### config.mk
export PLATFORM = sky130hd
export DESIGN_NAME = gpio8_port
export DESIGN_NICKNAME = d
export VERILOG_FILES = /design/src/rtl/gpio8_pkg.sv /design/src/rtl/gpio8_ctrl.sv /design/src/rtl/gpio8_datapath.sv /design/src/rtl/gpio8_port.sv
export SDC_FILE = /design/constraint.sdc
export NUM_CORES = 1
export LEC_CHECK = 0
export BUFFER_PORTS_ARGS = -buffer_cell sky130_fd_sc_hd__buf_2
export CAP_MARGIN = 10
export CORE_ASPECT_RATIO = 2
export CORE_UTILIZATION = 42
export CTS_BUF_LIST = sky130_fd_sc_hd__clkbuf_8 sky130_fd_sc_hd__clkbuf_16
export DETAILED_ROUTE_END_ITERATION = 10
export PLACE_DENSITY_LB_ADDON = 0.1
export SETUP_SLACK_MARGIN = 0.5
export SYNTH_ARGS = -nofsm -noshare
export SYNTH_HDL_FRONTEND = slang
export SYNTH_SLANG_ARGS = --single-unit
### constraint.sdc
create_clock -name clk -period 0.8 [get_ports clk]
set_input_delay 0.16 -clock clk [delete_from_list [all_inputs] [get_ports clk]]
set_output_delay 0.16 -clock clk [all_outputs]
set_load 0.02 [all_outputs]
### src/rtl/gpio8_pkg.sv
package gpio8_pkg;
  localparam int unsigned ADDR_W = 2;
  localparam logic [ADDR_W-1:0] SEL_PIN  = 2'd0;
  localparam logic [ADDR_W-1:0] SEL_DIR  = 2'd1;
  localparam logic [ADDR_W-1:0] SEL_DATA = 2'd2;

  typedef struct packed {
    logic loadDir;
    logic loadData;
    logic readPin;
    logic readDir;
    logic readData;
  } portStrobe_t;
endpackage

### src/rtl/gpio8_ctrl.sv
module gpio8_ctrl
  import gpio8_pkg::*;
(
  input  logic              wrEn,
  input  logic [ADDR_W-1:0] addr,
  output portStrobe_t       strobe
);
  logic hitPin, hitDir, hitData;

  always_comb begin
    hitPin  = (addr == SEL_PIN);
    hitDir  = (addr == SEL_DIR);
    hitData = (addr == SEL_DATA);
    strobe.readPin  = hitPin;
    strobe.readDir  = hitDir;
    strobe.readData = hitData;
    // the pin byte takes no writes; an unused address decodes to nothing
    strobe.loadDir  = wrEn & hitDir;
    strobe.loadData = wrEn & hitData;
  end
endmodule

### src/rtl/gpio8_datapath.sv
module gpio8_datapath
  import gpio8_pkg::*;
#(
  parameter int unsigned WIDTH       = 8,
  parameter int unsigned SYNC_STAGES = 2
) (
  input  logic             clk,
  input  logic             rstN,
  input  portStrobe_t      strobe,
  input  logic [WIDTH-1:0] wrData,
  input  logic [WIDTH-1:0] padIn,
  output logic [WIDTH-1:0] padOe,
  output logic [WIDTH-1:0] padOut,
  output logic [WIDTH-1:0] padPullEn,
  output logic [WIDTH-1:0] rdData
);
  localparam int unsigned LAST = SYNC_STAGES - 1;

  logic [WIDTH-1:0] dirReg;
  logic [WIDTH-1:0] dataReg;
  logic [WIDTH-1:0] syncChain [SYNC_STAGES];

  always_ff @(posedge clk or negedge rstN) begin
    if (!rstN) begin
      dirReg  <= '0;
      dataReg <= '0;
    end else begin
      if (strobe.loadDir)  dirReg  <= wrData;
      if (strobe.loadData) dataReg <= wrData;
    end
  end

  for (genvar s = 0; s < SYNC_STAGES; s++) begin : g_sync
    if (s == 0) begin : g_first
      always_ff @(posedge clk or negedge rstN) begin
        if (!rstN) syncChain[s] <= '0;
        else       syncChain[s] <= padIn;
      end
    end else begin : g_next
      always_ff @(posedge clk or negedge rstN) begin
        if (!rstN) syncChain[s] <= '0;
        else       syncChain[s] <= syncChain[s-1];
      end
    end
  end

  // per-bit pad drive: the data bit is steered by its direction bit
  for (genvar b = 0; b < WIDTH; b++) begin : g_pad
    always_comb begin
      padOe[b]     = dirReg[b];
      padOut[b]    = dirReg[b]  ? dataReg[b] : 1'b0;
      padPullEn[b] = !dirReg[b] ? dataReg[b] : 1'b0;
    end
  end

  always_comb begin
    rdData = ({WIDTH{strobe.readPin}}  & syncChain[LAST])
           | ({WIDTH{strobe.readDir}}  & dirReg)
           | ({WIDTH{strobe.readData}} & dataReg);
  end
endmodule

### src/rtl/gpio8_port.sv
module gpio8_port
  import gpio8_pkg::*;
#(
  parameter int unsigned WIDTH       = 8,
  parameter int unsigned SYNC_STAGES = 2
) (
  input  logic             clk,
  input  logic             rstN,
  input  logic             wrEn,
  input  logic [1:0]       addr,
  input  logic [WIDTH-1:0] wrData,
  output logic [WIDTH-1:0] rdData,
  input  logic [WIDTH-1:0] padIn,
  output logic [WIDTH-1:0] padOe,
  output logic [WIDTH-1:0] padOut,
  output logic [WIDTH-1:0] padPullEn
);
  portStrobe_t strobe;

  gpio8_ctrl u_ctrl (
    .wrEn   (wrEn),
    .addr   (addr),
    .strobe (strobe)
  );

  gpio8_datapath #(
    .WIDTH       (WIDTH),
    .SYNC_STAGES (SYNC_STAGES)
  ) u_dp (
    .clk       (clk),
    .rstN      (rstN),
    .strobe    (strobe),
    .wrData    (wrData),
    .padIn     (padIn),
    .padOe     (padOe),
    .padOut    (padOut),
    .padPullEn (padPullEn),
    .rdData    (rdData)
  );
endmodule

== Word-level counts from Yosys, hierarchy flattened ==
Cells that the tools add are included.
Word-level totals
  bits in registers: 32
  input bits: 21
  output and inout bits: 32
  word-level logic and storage cells: 30
Cells by class
  equal/unequal tests: 2
  multiplexer cells: 16
  bitwise logic cells: 7
  reductions and logical operators: 1
Operators with widths (count)
  AND 8 bit: 3
  2-to-1 mux 1 bit: 16
  OR 8 bit: 2
  AND 1 bit: 2
  equality test 2 x 1 -> 1 bit (second input constant): 1
  equality test 2 bit (second input constant): 1
  logical NOT 2 bit: 1

== Longest topological paths before layout ==
  word-level depth: 4
  depth in mapped cells: 4
  gate-level depth less buffers: 2

== By module ==
From an unflattened synthesis, not the netlist that was laid out.
Unflattened totals
  cell total of the unflattened synthesis: 93
  area, all modules: 1278.7 µm²
By module, submodules not included
  gpio8_datapath: instances 1, cells an instance 85, area an instance 1222.4 µm², seq. area each 800.8 µm²
  gpio8_ctrl: instances 1, cells an instance 8, area an instance 56.3 µm², seq. area each 0.0 µm²

== Worst setup path before layout ==
No wires, ideal clock.
  kind: input to output
  start point: input port addr[0]
  end point: output port rdData[0]
  arrival: 0.822 ns
  required time: 0.640 ns
  setup slack: -0.182 ns
  stages on the path: 4
  path buffers: 2
  cell sequence: buf_4 -> nor2b_1 -> buf_2 -> o2bb2ai_1
On the way
  longest elaborated chain between the ends: 4
  elaborated cells on any way between the ends: 8
  those cells by class: 2 x eq/ne; 5 x bitwise; 1 x reduce/logical
RTL lines
  from (decl): RTL line gpio8_port.sv:10  | input logic [1:0] addr,
  equality test 2 x 1 -> 1 bit or logical NOT 2 bit (tied branches): RTL line gpio8_ctrl.sv:12, gpio8_ctrl.sv:11
  AND 8 bit, on equally long branches: RTL line gpio8_datapath.sv:58, gpio8_datapath.sv:57
  OR 8 bit: RTL line gpio8_datapath.sv:58  | | ({WIDTH{strobe.readDir}} & dirReg)
  OR 8 bit (*): RTL line gpio8_datapath.sv:59  | | ({WIDTH{strobe.readData}} & dataReg);
  to (decl): RTL line gpio8_port.sv:12  | output logic [WIDTH-1:0] rdData,
Mark *: on every way between the ends. The rest lies on a longest branch, timed or not.

== Worst setup path in the final report ==
  start point: register u_dp.dataReg[6]
  end point: output port rdData[6]
On the way
  longest elaborated chain between the ends: 2
RTL lines
  from (decl): RTL line gpio8_datapath.sv:20  | logic [WIDTH-1:0] dataReg;
  from (signal assigned): RTL line gpio8_datapath.sv:29  | if (strobe.loadData) dataReg <= wrData;
  AND 8 bit: RTL line gpio8_datapath.sv:59
  OR 8 bit: RTL line gpio8_datapath.sv:59
No other way between the ends.

==> summary.md <==
The run finished, with violations left. The checks that failed: hold timing, setup timing. After the first detailed-routing iteration, the DRC count stood at 15.

The sum of routed wire length over all layers was 3300 um; the number of nets at the end of the flow was 182. The highest metal layer carrying signal wires in the routed design is met4. Across the run, the number of max-cap violations was 0. After detailed routing, the wire length on met1 is 1127 um.

The clock reaches the later pin of the worst-skew pair after 0.28 ns. Data on the critical path is required at its endpoint by 0.64 ns. The run gives -0.5073 ns as the final setup slack of the worst path.

After detailed routing, the met2 layer carries 1975 um of wire. Setup violations remaining at the end of the flow were counted as 48. The number of instances in the synthesized netlist came out at 86. For the total congestion overflow, the log shows 0. The tools report the maximum clock frequency as 0.7649 GHz. Leaving out fill and tap cells, the most frequent cell in the layout is sky130_fd_sc_hd__buf_6. The design draws 5.499 mW.

After detailed routing, the number of remaining DRC violations is 0. The number of antenna violations at the first check in global routing is 0, and the die height is 80.72 um. The slew at the pin with the worst max-slew slack came out at 0.2491 ns. The kind of start point of the critical path was a flip-flop.

From left edge to right edge, the die measures 41.36 um. In this run the cell area measured after placement is 2028 um^2. The run gives 0.6154 as the sequential area share after synthesis.

Counting flops and latches in the post-synthesis netlist gives 32. The estimated wirelength of the detail-placed design is 2269 um. Setup repair after global routing could not meet its margin everywhere. The run gives 10 as the count of unique library cells instantiated by Yosys. The fraction of layout instances using a drive strength above 1 is 0.8395.

Die footprint: 3338 um^2. The count of input and output buffers is 52, and the pin count of the biggest net entering global routing is 33. Critical path class: flip-flop to output pin. The congestion estimate from routability-driven global placement came to 0.7079. The first detailed-routing pass ran for 4 iterations.

The area growth from synthesis to layout is 85.19%. Effective utilization at floorplan: 0.4422. The worst slew slack as a fraction of its limit came out at 0.8306. The share of the clock period used by the worst path is 1.634. The first-pass GRT wire length is 5161 um. Counting every net in the synthesized netlist gives 107. The post-route core utilization is 0.8189. The detailed router placed 989 vias in this run. The tools report the count of final max-slew check failures as 0. The average routed wire per standard cell is 17.19 um, and the total global-route track usage is 0.2341. The number of levels the H-tree was split into came out at 2. The post-CTS clock slew at the launch and capture registers of the worst setup and hold paths was 0.06 ns; the hold violation total from the final report was 39.

TritonCTS built the clock tree. The clock net in this run drives a total of 32 sinks. The average instance area after synthesis was 15.13 um^2. The finished cells cover 2410 um^2. The min-delay analysis places its worst path in the category input pin to asynchronous set/reset pin. The logs give 0.008175 ns for the clock skew and 138 um for the routed length on met3. The number of global-route vias before repair came out at 1074. The largest buffer count on any clock path was 2; the worst-case reg-to-reg path depth was 3. The cell area that synthesis handed to floorplanning was 1301 um^2. The worst path needs 1.307 ns of the cycle, external delays included.

Along the worst path, the maximum fanout reaches 2. The via-per-instance ratio is 5.151. For the worst hold slack after final layout, the log shows -0.1745 ns.

For this run, the number of Yosys warnings is 0. Leaving out fill and tap cells, the most frequent cells in the layout are sky130_fd_sc_hd__buf_6 (44), sky130_fd_sc_hd__dfrtp_1 (24), sky130_fd_sc_hd__buf_2 (19), sky130_fd_sc_hd__mux2_4 (16), sky130_fd_sc_hd__nor2b_4 (9). The count of pins on the block boundary came out at 53. Prior to clock tree synthesis, the placed netlist has a worst setup slack of -0.3781 ns. The number of buffers created by CTS is 5, and the total power per unit cell area is 2282 nW/um^2.

The tools report the worst voltage drop across the vdd grid as 0.001702 V. The critical path arrival came out at 1.15 ns. The total area inside the core boundary comes to 2943 um^2. 0 antenna diodes ended up in the layout. The static leakage came out at 1.174 nW. Clock tree synthesis selected as its root buffer the cell sky130_fd_sc_hd__clkbuf_8. STA classifies the critical path endpoint as an output pin. The initialized floorplan defines 28 standard-cell rows. Remaining antenna violation count: 0.
[final cells by class]
type                    count  area (um^2)
well taps                  30        37.54
multi-input cells          51        804.5
clock buffers               5        68.82
clock inverters             3        12.51
fillers                   182        533.0
flip-flops and latches     32        810.8
repair buffers             71        675.6
[kinds of logic (layout without fill, tap and decap cells)]
logic type	count (synthesis)	after routing	synth area share
compound gates	8	8	0.05385
buf+inv	3	79	0.01827
simple gates	19	19	0.1125
mux	24	24	0.2000
flops	32	32	0.6154
[power by group]
part | total (mW) | switching, mW | leakage [nW] | internal [mW]
Combinational | 2.23 | 0.872 | 0.756 | 1.36
Clock | 1.14 | 0.558 | 0.0505 | 0.584
Sequential | 2.13 | 0.296 | 0.367 | 1.83
[sequential cells by signal, summed over array words and instances, names as in the netlist]
| signal | cells |
|---|---|
| u_dp.padOe | 8 |
| u_dp.syncChain | 16 |
| u_dp.dataReg | 8 |
[stage by stage]
step                cells  setup TNS [ns]  hold slack, ns
global placement      181          -10.00          0.1250
floorplan              86          -2.915         -0.1356
global route          192          -15.59         -0.1636
detailed placement    181          -10.25          0.1298
finish                192          -14.07         -0.1745
CTS                   192          -14.40         -0.1740
[routing by layer]
layer	global-route usage	vias to the layer above
li1	-	450
met1	0.2495	498
met2	0.4078	35
met3	0.05249	6
met4	0.09677	0
met5	0	-
[repair_timing]
action                     4_1_cts  5_1_grt
setup buffers                    3        0
pin swaps                        8        2
setup endpoints to repair       56       56
gates resized for setup         81        3
hold endpoints to repair        39       40
[path summary, 6_finish.rpt]
path / startpoint / endpoint / slack [ns]
max: u_dp.dataReg[6] / rdData[6] / -0.51
min: rstN / u_dp.syncChain[0] / -0.17
max reg2reg: u_dp.dataReg[5] / u_dp.dataReg[5] / -0.18
min reg2reg: u_dp.syncChain[9] / u_dp.syncChain[1] / 0.35
max in group asynchronous: rstN / u_dp.padOe[1] / 0.79
min in group clk: padIn[0] / u_dp.syncChain[8] / -0.01
[critical path: stages, from the launching register on]
cell and delay [ns]:
sky130_fd_sc_hd__dfrtp_1 0.41, sky130_fd_sc_hd__mux2i_2 0.25, sky130_fd_sc_hd__o2bb2ai_4 0.09, sky130_fd_sc_hd__buf_6 0.13
[synth_stat cells, drive strengths merged]
| cell type | count | area share |
|---|---|---|
| dfrtp | 32 | 0.62 |
| mux2 | 16 | 0.14 |
| nor2b | 9 | 0.043 |
| and2 | 8 | 0.038 |
| mux2i | 8 | 0.062 |
| o2bb2ai | 8 | 0.054 |
| buf | 3 | 0.018 |
| nand3b | 2 | 0.031 |
(Power assumes the default switching activity.)
